$ cat src/rtl/fht_pkg.sv
package fht_pkg;
  typedef enum logic [1:0] {
    WR_IDLE  = 2'd0,
    WR_SET   = 2'd1,
    WR_ALLOC = 2'd2
  } wr_act_e;
endpackage

$ cat src/rtl/fht_entry.sv
module fht_entry
  import fht_pkg::*;
#(
  parameter int TAG_W = 11,
  parameter int PAT_W = 32,
  localparam int POS_W = $clog2(PAT_W)
) (
  input  logic             clk,
  input  logic             rst_n,
  input  wr_act_e          wr_act,
  input  logic [TAG_W-1:0] wr_tag,
  input  logic [POS_W-1:0] wr_pos,
  output logic             ent_valid,
  output logic [TAG_W-1:0] ent_tag,
  output logic [PAT_W-1:0] ent_pat
);
  logic             valid_q, valid_d;
  logic [TAG_W-1:0] tag_q, tag_d;
  logic [PAT_W-1:0] pat_q, pat_d;
  logic             en;
  logic [PAT_W-1:0] pos_mask;

  always_comb begin
    pos_mask = '0;
    pos_mask[wr_pos] = 1'b1;
  end

  always_comb begin
    valid_d = valid_q;
    tag_d   = tag_q;
    pat_d   = pat_q;
    en      = 1'b0;
    unique case (wr_act)
      WR_SET: begin
        en    = 1'b1;
        pat_d = pat_q | pos_mask;
      end
      WR_ALLOC: begin
        en      = 1'b1;
        valid_d = 1'b1;
        tag_d   = wr_tag;
        pat_d   = pos_mask;
      end
      default: en = 1'b0;
    endcase
  end

  always_ff @(posedge clk or negedge rst_n) begin
    if (!rst_n) begin
      valid_q <= 1'b0;
      tag_q   <= '0;
      pat_q   <= '0;
    end else if (en) begin
      valid_q <= valid_d;
      tag_q   <= tag_d;
      pat_q   <= pat_d;
    end
  end

  assign ent_valid = valid_q;
  assign ent_tag   = tag_q;
  assign ent_pat   = pat_q;

  AST_ALLOC_SINGLE_BIT: assert property (@(posedge clk) disable iff (!rst_n)
    (wr_act == WR_ALLOC) |=> (valid_q && $countones(pat_q) == 1));
endmodule

$ cat src/rtl/fht_lru.sv
module fht_lru #(
  parameter int N = 4,
  localparam int IW = (N > 1) ? $clog2(N) : 1
) (
  input  logic          clk,
  input  logic          rst_n,
  input  logic [N-1:0]  valid_vec,
  input  logic          a_touch,
  input  logic [IW-1:0] a_idx,
  input  logic          b_touch,
  input  logic [IW-1:0] b_idx,
  output logic [IW-1:0] victim
);
  typedef logic [N-1:0][IW-1:0] rank_t;

  rank_t rank_q, rank_mid, rank_d;
  logic  en;

  function automatic rank_t touch(rank_t r, logic [IW-1:0] e);
    rank_t o;
    o = r;
    for (int k = 0; k < N; k++) begin
      if (r[k] > r[e]) o[k] = r[k] - 1'b1;
    end
    o[e] = IW'(N - 1);
    return o;
  endfunction

  always_comb begin
    rank_mid = a_touch ? touch(rank_q, a_idx) : rank_q;
  end

  always_comb begin
    logic found;
    victim = '0;
    found  = 1'b0;
    for (int k = 0; k < N; k++) begin
      if (!found && !valid_vec[k]) begin
        victim = IW'(k);
        found  = 1'b1;
      end
    end
    if (!found) begin
      for (int k = 0; k < N; k++) begin
        if (rank_mid[k] == '0) victim = IW'(k);
      end
    end
  end

  always_comb begin
    rank_d = b_touch ? touch(rank_mid, b_idx) : rank_mid;
    en     = a_touch | b_touch;
  end

  always_ff @(posedge clk or negedge rst_n) begin
    if (!rst_n) begin
      for (int k = 0; k < N; k++) rank_q[k] <= IW'(k);
    end else if (en) begin
      rank_q <= rank_d;
    end
  end

  for (genvar v = 0; v < N; v++) begin : g_perm
    logic [N-1:0] holds_v;
    always_comb begin
      for (int k = 0; k < N; k++) holds_v[k] = (rank_q[k] == IW'(v));
    end
    AST_RANK_PERMUTATION: assert property (@(posedge clk) disable iff (!rst_n)
      $onehot(holds_v));
  end
endmodule

$ cat src/rtl/fh_history_table.sv
module fh_history_table
  import fht_pkg::*;
#(
  parameter int ENTRIES = 4,
  parameter int PC_W    = 17,
  parameter int PAT_W   = 32,
  localparam int POS_W  = $clog2(PAT_W),
  localparam int TAG_W  = PC_W - 1 - POS_W,
  localparam int IW     = (ENTRIES > 1) ? $clog2(ENTRIES) : 1
) (
  input  logic            clk,
  input  logic            rst_n,
  input  logic            lk_valid,
  input  logic [PC_W-1:0] lk_pc,
  input  logic            spec_hazard,
  output logic            lk_hit,
  output logic            lk_bit,
  output logic            stall_out,
  input  logic            ins_valid,
  input  logic [PC_W-1:0] ins_pc,
  input  logic            ins_branch
);
  logic [TAG_W-1:0] lk_tag, ins_tag;
  logic [POS_W-1:0] lk_pos, ins_pos;

  assign lk_tag  = lk_pc[PC_W-1 -: TAG_W];
  assign lk_pos  = lk_pc[POS_W:1];
  assign ins_tag = ins_pc[PC_W-1 -: TAG_W];
  assign ins_pos = ins_pc[POS_W:1];

  logic [ENTRIES-1:0] ent_valid;
  logic [TAG_W-1:0]   ent_tag [ENTRIES];
  logic [PAT_W-1:0]   ent_pat [ENTRIES];
  logic [ENTRIES*PAT_W-1:0] pat_flat;
  wr_act_e            ent_act [ENTRIES];
  logic [ENTRIES-1:0] lk_match, ins_match;
  logic [IW-1:0]      victim;
  logic [IW-1:0]      lk_idx, ins_idx, b_idx;
  logic [PAT_W-1:0]   lk_sel_pat;
  logic               ins_go, ins_hit;

  assign ins_go  = ins_valid & ~ins_branch;
  assign ins_hit = |ins_match;

  for (genvar i = 0; i < ENTRIES; i++) begin : g_ent
    fht_entry #(
      .TAG_W (TAG_W),
      .PAT_W (PAT_W)
    ) u_entry (
      .clk       (clk),
      .rst_n     (rst_n),
      .wr_act    (ent_act[i]),
      .wr_tag    (ins_tag),
      .wr_pos    (ins_pos),
      .ent_valid (ent_valid[i]),
      .ent_tag   (ent_tag[i]),
      .ent_pat   (ent_pat[i])
    );

    assign lk_match[i]  = ent_valid[i] && (ent_tag[i] == lk_tag);
    assign ins_match[i] = ent_valid[i] && (ent_tag[i] == ins_tag);
    assign pat_flat[i*PAT_W +: PAT_W] = ent_pat[i];

    always_comb begin
      ent_act[i] = WR_IDLE;
      if (ins_go) begin
        if (ins_hit) begin
          if (ins_match[i]) ent_act[i] = WR_SET;
        end else if (victim == IW'(i)) begin
          ent_act[i] = WR_ALLOC;
        end
      end
    end
  end

  always_comb begin
    lk_idx     = '0;
    ins_idx    = '0;
    lk_sel_pat = '0;
    for (int k = 0; k < ENTRIES; k++) begin
      if (lk_match[k]) begin
        lk_idx     = IW'(k);
        lk_sel_pat = lk_sel_pat | ent_pat[k];
      end
      if (ins_match[k]) ins_idx = IW'(k);
    end
  end

  assign lk_hit    = lk_valid & (|lk_match);
  assign lk_bit    = lk_hit & lk_sel_pat[lk_pos];
  assign stall_out = spec_hazard & ~lk_bit;
  assign b_idx     = ins_hit ? ins_idx : victim;

  fht_lru #(
    .N (ENTRIES)
  ) u_lru (
    .clk       (clk),
    .rst_n     (rst_n),
    .valid_vec (ent_valid),
    .a_touch   (lk_hit),
    .a_idx     (lk_idx),
    .b_touch   (ins_go),
    .b_idx     (b_idx),
    .victim    (victim)
  );

  AST_TAGS_UNIQUE: assert property (@(posedge clk) disable iff (!rst_n)
    $onehot0(lk_match));
  AST_STALL_NEEDS_SPEC: assert property (@(posedge clk) disable iff (!rst_n)
    stall_out |-> spec_hazard);
  AST_FILL_INVALID_FIRST: assert property (@(posedge clk) disable iff (!rst_n)
    (ins_go && !ins_hit && !(&ent_valid)) |-> !ent_valid[victim]);
  AST_BRANCH_NO_WRITE: assert property (@(posedge clk) disable iff (!rst_n)
    (ins_valid && ins_branch) |=> ($stable(ent_valid) && $stable(pat_flat)));
endmodule

$ cat config.mk
export PLATFORM = sky130hd
export DESIGN_NAME = fh_history_table
export DESIGN_NICKNAME = d
export VERILOG_FILES = /design/src/rtl/fht_pkg.sv /design/src/rtl/fht_entry.sv /design/src/rtl/fht_lru.sv /design/src/rtl/fh_history_table.sv
export SDC_FILE = /design/constraint.sdc
export NUM_CORES = 1
export LEC_CHECK = 0
export CAP_MARGIN = 20
export CORE_MARGIN = 4
export CORE_UTILIZATION = 50
export CTS_BUF_LIST = sky130_fd_sc_hd__clkbuf_8
export CTS_CLUSTER_SIZE = 16
export DETAILED_ROUTE_END_ITERATION = 8
export DONT_BUFFER_PORTS = 1
export PLACE_DENSITY = 0.73
export SLEW_MARGIN = 20
export SYNTH_ARGS = -nofsm -noshare
export SYNTH_HDL_FRONTEND = slang
export SYNTH_HIERARCHICAL = 1
export SYNTH_SLANG_ARGS = --single-unit
$ cat constraint.sdc
create_clock -name clk -period 16.4 [get_ports clk]
set_input_delay 0 -clock clk [delete_from_list [all_inputs] [get_ports clk]]
set_output_delay 0 -clock clk [all_outputs]
set_load 0.02 [all_outputs]
==> results of run 1 <==
## sequential cells by signal (all words and copies together) (netlist names)
register / count
g_ent.u_entry/ent_valid: 4
g_ent.u_entry/ent_tag: 44
g_ent.u_entry/ent_pat: 128
u_lru/rank_q: 8
## cell families (layout without fill, tap and decap cells)
family	Yosys count	after routing	share of synthesized area, %
other	0	2	0
AND/OR/NAND/NOR	259	259	16.5
flip-flops	184	184	43.3
XOR/XNOR	94	94	7.81
buffers and inverters	91	100	4.48
multiplexers	53	53	5.87
AO/OA/AOI/OAI	249	249	19.7
adder cells (fa/ha/maj)	19	19	2.23
## where the power goes
group,switching (mW),internal [mW],leakage (nW)
combinational,0.424,0.401,1.92
sequential,0.174,0.651,2.40
clock,0.181,0.132,0.203
## metrics by stage
step / util [%] / power (mW) / hold slack, ns / std cells / worst slack (ns)
after CTS: 54.6 / 1.96 / 0.134 / 1233 / 8.08
after detailed placement: 50.8 / 1.61 / -0.282 / 1167 / 8.14
after global routing: 54.5 / 2.09 / 0.139 / 1233 / 7.33
final: 54.6 / 1.96 / 0.131 / 1235 / 7.97
after floorplan: - / 1.44 / -0.296 / 949 / 9.97
after global placement: 50.8 / 1.57 / -0.284 / 1167 / 8.29
## synth_stat cells, drive strengths merged, types with 3 or more instances
cell | instances | area [sq um]
a21boi | 4 | 30.0
a21o | 3 | 22.5
a21oi | 21 | 105
a222oi | 14 | 140
a22o | 64 | 561
a22oi | 10 | 75.1
a31oi | 3 | 18.8
a41oi | 15 | 139
and2 | 3 | 18.8
and3 | 7 | 53.8
and3b | 4 | 35.0
and4 | 7 | 63.8
buf | 33 | 254
clkbuf | 24 | 90.1
dfrtp | 180 | 4500
dfstp | 4 | 105
ha | 19 | 238
inv | 32 | 120
mux2 | 45 | 507
mux2i | 5 | 50.1
mux4 | 3 | 67.6
nand2 | 39 | 146
nand2b | 11 | 98.8
nand3 | 16 | 80.1
nand3b | 18 | 135
nand4 | 59 | 369
nor2 | 17 | 63.8
nor2b | 9 | 63.8
nor3 | 18 | 90.1
nor3b | 20 | 210
nor4 | 7 | 134
o2111ai | 9 | 91.3
o211ai | 7 | 57.6
o21ai | 8 | 43.8
o2bb2ai | 65 | 576
o31ai | 3 | 22.5
or2 | 5 | 31.3
or3 | 8 | 50.1
or3b | 9 | 98.9
xnor2 | 68 | 603
xor2 | 26 | 228
## worst max-delay path: cells and delay by family (launching register included)
family	cells	cell delay, ns
DFF	1	0.42
adders and majority gates	3	0.81
muxes	3	1.39
AOI/OAI and AO/OA	8	2.36
buffers and inverters	2	0.25
xor gates and xnor gates	2	0.35
and+or+nand+nor	8	2.71
## per-layer routing
metal	up-vias	GRT usage [%]
met5	-	0
met4	0	8.62
met3	71	5.09
met2	370	39.4
met1	4092	35.1
li1	3685	-
## timing repair
item	in CTS	in global routing
hold buffers	34	0
setup buffers	0	0
endpoints found under the hold margin	357	0
## worst paths after layout
kind / start / to / slack, ns / cells after the start
max: g_ent[1].u_entry/ent_tag[1] / u_lru/rank_q[0] / 7.97 / 26
min: spec_hazard / stall_out / 0.13 / 2
max reg2reg: g_ent[1].u_entry/ent_tag[1] / u_lru/rank_q[0] / 7.97 / 26
min reg2reg: g_ent[0].u_entry/ent_pat[23] / g_ent[0].u_entry/ent_pat[23] / 0.50 / 1
max in group asynchronous: rst_n / g_ent[0].u_entry/ent_pat[22] / 15.37 / 2
min in group asynchronous: rst_n / g_ent[3].u_entry/ent_pat[24] / 0.18 / 2
## cells in the final DEF (no fill, tap or decap), types with 5 or more instances in the layout
master | netlist | routed
nand3_1 | 16 | 16
or2_2 | 5 | 5
o2111ai_1 | 7 | 7
or3b_4 | 8 | 8
and3_1 | 5 | 5
or3_1 | 8 | 8
nor2b_1 | 8 | 8
o21ai_0 | 7 | 7
o2bb2ai_1 | 64 | 64
a21oi_1 | 21 | 21
dlygate4sd3_1 | 0 | 28
o211ai_1 | 6 | 6
a41oi_1 | 14 | 14
a222oi_1 | 14 | 14
nor3b_2 | 12 | 12
mux2i_1 | 5 | 5
clkbuf_8 | 0 | 18
ha_1 | 19 | 19
nand4_1 | 59 | 59
a22oi_1 | 10 | 10
mux2_2 | 45 | 45
nand2b_1 | 7 | 7
inv_1 | 32 | 32
nand3b_1 | 18 | 18
nor3_1 | 18 | 18
a22o_1 | 64 | 64
nor2_1 | 17 | 17
inv_6 | 0 | 6
dfrtp_1 | 180 | 180
nor4_4 | 6 | 6
xor2_1 | 26 | 26
and4_1 | 6 | 6
nand2_1 | 39 | 39
xnor2_1 | 67 | 67
nor3b_1 | 8 | 8
## area by class of cell
class	count	area, sq um
multi-input cells	674	5550
diodes	2	5.00
flip-flops and latches	184	4610
inverters	33	124
well taps	275	344
fillers	1853	9520
repair buffers	35	400
clock inverters	14	153
clock buffers	18	248
==> results.py, run 1 <==
metrics = {
    "outcome": {
        "status": "finished, final reports clean",
    },
    "logic_synthesis": {
        "synth-edff-count": 0,
        "ys_ff_latch": 184,
        "syn_inst": 949,
        "synth_area_sq_um": 10600,
        "avgSynthCellArea_sq_um": 11.2,
        "yosys_warnings": 6,
        "synth_cell_types": 78,
        "syn_nets": 1008,
        "ys.flop_type": "dfrtp_1",
        "async_reset_ff_share_pct": 100,
        "synth.yosys.seq_area_share_pct": 43.3,
    },
    "layout": {
        "final_cell_area_sq_um": 11400,
        "fin_nets": 1004,
        "areaGrowthSynthToFinish_pct": 7.49,
        "drive_gt1_share_pct": 14.7,
    },
    "floorplanning": {
        "fp.dieW_um": 154,
        "die_area_sq_um": 23700,
        "start_util_pct": 50.8,
        "num_rows": 53,
        "core_sq_um": 21000,
        "die_h_um": 154,
        "ios": 43,
    },
    "setup_path": {
        "critical_path_required_ns": 16.74,
        "worstSetupStartpointType": "flip-flop",
        "end_kind": "flip-flop",
        "cp_common_cell": "ha_1",
        "arrival_ns": 8.77,
        "slowest_delay_ns": 0.82,
        "cpMaxStageDelayCell": "and3_1",
        "critPathMaxFanout": 20,
        "worstSetupPathType": "flip-flop to flip-flop",
    },
    "placed_design": {
        "gp_congestion": 0.892,
        "hpwl_mm": 19.9,
        "place_area_sq_um": 10600,
        "io_buffers": 0,
    },
    "clocking": {
        "cts_resized": 0,
        "clock-root-buffer": "clkbuf_8",
        "clk-insertion-delay-late_ns": 0.47,
        "clk_pin_slew_ns": 0.10,
        "htreeDepth": 4,
        "cts_max_path_buffers": 2,
        "cts_made_buffers": 17,
        "clock-sinks": 184,
        "cts_tree": "done",
    },
    "sta": {
        "drv_slew": 0,
        "setup_tns_ns": 0,
        "slew_headroom_pct": 32.0,
        "layout_min_cycle_time_ns": 8.43,
        "hold_viol": 0,
        "fmax_mhz": 119,
        "timing.final.crit_share_pct": 51.4,
        "worst_pin_slew_ns": 1.02,
        "skew_ns": 0.0167,
        "setup-violations-final": 0,
        "rsz0062_at_grt": "false",
    },
    "detailed_routing": {
        "viasPerCell": 6.65,
        "drtIter0Drc": 1077,
        "dr_total_vias": 8218,
        "highest_layer": "met4",
        "routed_wl_mm": 29.6,
        "wl_met1_mm": 12.8,
        "wire_per_inst_um": 24.0,
        "dr_wl_met3_mm": 2.09,
        "wl_met2_mm": 13.7,
        "dr.pass1.iters": 7,
        "drc": 0,
        "drtAntennaViolNets": 0,
    },
    "power": {
        "peakVddDrop_v": 0.0000808,
        "powerDensity_nw_per_um2": 172,
        "p_leak_nw": 4.52,
    },
    "global_route": {
        "grt_pass1_vias": 8117,
        "grt_pass1_wl_mm": 47.1,
        "grt_max_degree": 185,
        "gr-total-overflow": 0,
        "track_usage_pct": 25.1,
        "antenna_found_initial": 0,
    },
    "hold_path": {
        "min-delay-path-class": "input pin to output pin",
    },
    "job": {
        "maxCapViolations": 0,
    },
}
No activity file was read; power rests on OpenSTA's default activity.
==> run 2: changes to the inputs <==
==> constraint.sdc (replaced) <==
create_clock -name clk -period 7.85 [get_ports clk]
set_input_delay 0 -clock clk [delete_from_list [all_inputs] [get_ports clk]]
set_output_delay 0 -clock clk [all_outputs]
set_load 0.02 [all_outputs]
==> run 2 against run 1 <==
Effect of this change: non-clock buffer count rose by 10; first-iteration DRC count down 17%; die area stayed put; design area rose by 0.72%; largest cell class unchanged; largest power group is now combinational cells.
==> results.py, run 2 (synthesis gave the netlist of run 1 again) <==
metrics = {
    "sta": {
        "rsz0062_at_grt": "false",
        "slew_headroom_pct": 36.2,
        "setup-violations-final": 0,
        "setup_tns_ns": 0,
        "drv_slew": 0,
        "timing.final.crit_share_pct": 91.6,
        "whs_ns": 0.137,
        "worst_pin_slew_ns": 0.957,
        "fmax_mhz": 139,
        "layout_min_cycle_time_ns": 7.19,
        "skew_ns": 0.0102,
        "hold_viol": 0,
    },
    "layout": {
        "drive_gt1_share_pct": 15.3,
        "final_cell_area_sq_um": 11500,
        "fin_nets": 1014,
        "largest_reg_flops": 128,
        "mostFrequentLayoutCell": "dfrtp_1",
        "mostFrequentLayoutCells": "dfrtp_1 (180), xnor2_1 (67), o2bb2ai_1 (64), a22o_1 (64), nand4_1 (59)",
        "areaGrowthSynthToFinish_pct": 8.27,
        "fillers": 1830,
    },
    "detailed_routing": {
        "dr.pass1.iters": 8,
        "drc": 0,
        "drtAntennaViolNets": 0,
        "wire_per_inst_um": 23.9,
        "dr_total_vias": 8265,
        "drtIter0Drc": 896,
        "viasPerCell": 6.65,
        "routed_wl_mm": 29.8,
    },
    "power": {
        "powerDensity_nw_per_um2": 357,
        "p_leak_nw": 4.57,
        "peakVddDrop_v": 0.000187,
    },
    "job": {
        "maxCapViolations": 0,
    },
    "hold_path": {
        "min-delay-path-class": "input pin to output pin",
    },
    "global_route": {
        "track_usage_pct": 25.4,
        "grt_max_degree": 185,
        "grt_pass1_vias": 8328,
        "antenna_found_initial": 1,
        "grt_pass1_wl_mm": 47.7,
        "gr-total-overflow": 0,
    },
    "clocking": {
        "cts_max_path_buffers": 2,
        "cts_tree": "done",
        "clk-insertion-delay-late_ns": 0.48,
        "cts_setup_buffers": 0,
        "clock-sinks": 184,
        "htreeDepth": 4,
        "clk_pin_slew_ns": 0.10,
        "clock-root-buffer": "clkbuf_8",
        "cts_made_buffers": 17,
    },
    "setup_path": {
        "rr_startpoint": "g_ent[3].u_entry/ent_tag[4]",
        "worstSetupStartpointType": "flip-flop",
        "worstSetupEndpoint": "u_lru/rank_q[0]",
        "end_kind": "flip-flop",
        "arrival_ns": 7.54,
        "cp_common_cell": "ha_1",
        "r2r_slack_ns": 0.66,
        "crit_start": "g_ent[3].u_entry/ent_tag[4]",
        "reg2regPathDepth": 28,
        "slowest_delay_ns": 0.58,
        "worst-path-buf-inv": 4,
        "timing.rr.end": "u_lru/rank_q[0]",
        "cpMaxStageDelayCell": "mux4_2",
        "critical_path_required_ns": 8.20,
        "crit_family": "compound AO/OA/AOI/OAI gates",
        "critPathMaxFanout": 20,
        "worstSetupPathType": "flip-flop to flip-flop",
        "cp.depth": 28,
    },
    "floorplanning": {
        "core_sq_um": 21000,
        "num_rows": 53,
        "die_h_um": 154,
        "ios": 43,
        "fp.dieW_um": 154,
        "die_area_sq_um": 23700,
        "start_util_pct": 50.8,
    },
    "outcome": {
        "status": "finished, final reports clean",
    },
    "placed_design": {
        "gp_congestion": 0.901,
        "hpwl_mm": 19.9,
        "place_area_sq_um": 10700,
        "io_buffers": 0,
    },
}
-- run 2: worst min path at each step --
stage	cells past startpoint	start	endpoint	slack, ns
4_1_cts	2	spec_hazard	stall_out	0.13
5_1_grt	2	spec_hazard	stall_out	0.15
3_5_place_dp	0	rst_n	g_ent[1].u_entry/ent_pat[28]	-0.28
2_1_floorplan	0	rst_n	g_ent[0].u_entry/ent_pat[0]	-0.30
3_3_place_gp	0	rst_n	g_ent[1].u_entry/ent_pat[31]	-0.28
6_report	2	spec_hazard	stall_out	0.14
-- run 2: area by class of cell --
class                      count  area [sq um]  share of cell area, %
multi-input combinational    674          5560                   48.2
sequential                   184          4610                   40.0
timing repair buffer          45           493                   4.28
tap                          275           344                   2.99
clock buffer                  19           262                   2.27
clock inverter                12           126                   1.10
inverter                      33           124                   1.08
antenna                        1          2.50                 0.0217
-- run 2: timing repair --
item                                   in CTS  in global routing
endpoints found under the hold margin     356                  0
setup endpoints to repair                   0                  1
hold buffers                               35                  0
resized for setup                           0                  1
-- run 2: metal layers --
metal | wire length (um) | up-vias | global-route usage, % | part of all wire, %
met1 | 12900 | 4140 | 35.6 | 43
li1 | - | 3691 | - | -
met2 | 14000 | 355 | 39.8 | 47
met4 | 906 | 0 | 9.59 | 3.0
met5 | 0 | - | 0 | 0
met3 | 2010 | 79 | 4.28 | 6.7
-- run 2: metrics by stage --
| step | utilization (%) | power [mW] | setup WS, ns | instances |
|---|---|---|---|---|
| 3_5_place_dp | 51.1 | 3.38 | 0.763 | 1176 |
| 4_1_cts | 54.9 | 4.09 | 0.720 | 1242 |
| 5_1_grt | 54.9 | 4.38 | 0.0146 | 1242 |
| 2_1_floorplan | - | 3.00 | 1.42 | 949 |
| 6_report | 55.0 | 4.11 | 0.663 | 1243 |
| 3_3_place_gp | 51.1 | 3.32 | 0.920 | 1176 |
-- run 2: report_power, final --
part / internal, mW / total (mW) / leakage (nW) / switching [mW]
registers: 1.36 / 1.73 / 2.40 / 0.365
logic: 0.852 / 1.74 / 1.97 / 0.890
clock network: 0.297 / 0.641 / 0.197 / 0.345
total: 2.51 / 4.11 / 4.57 / 1.60
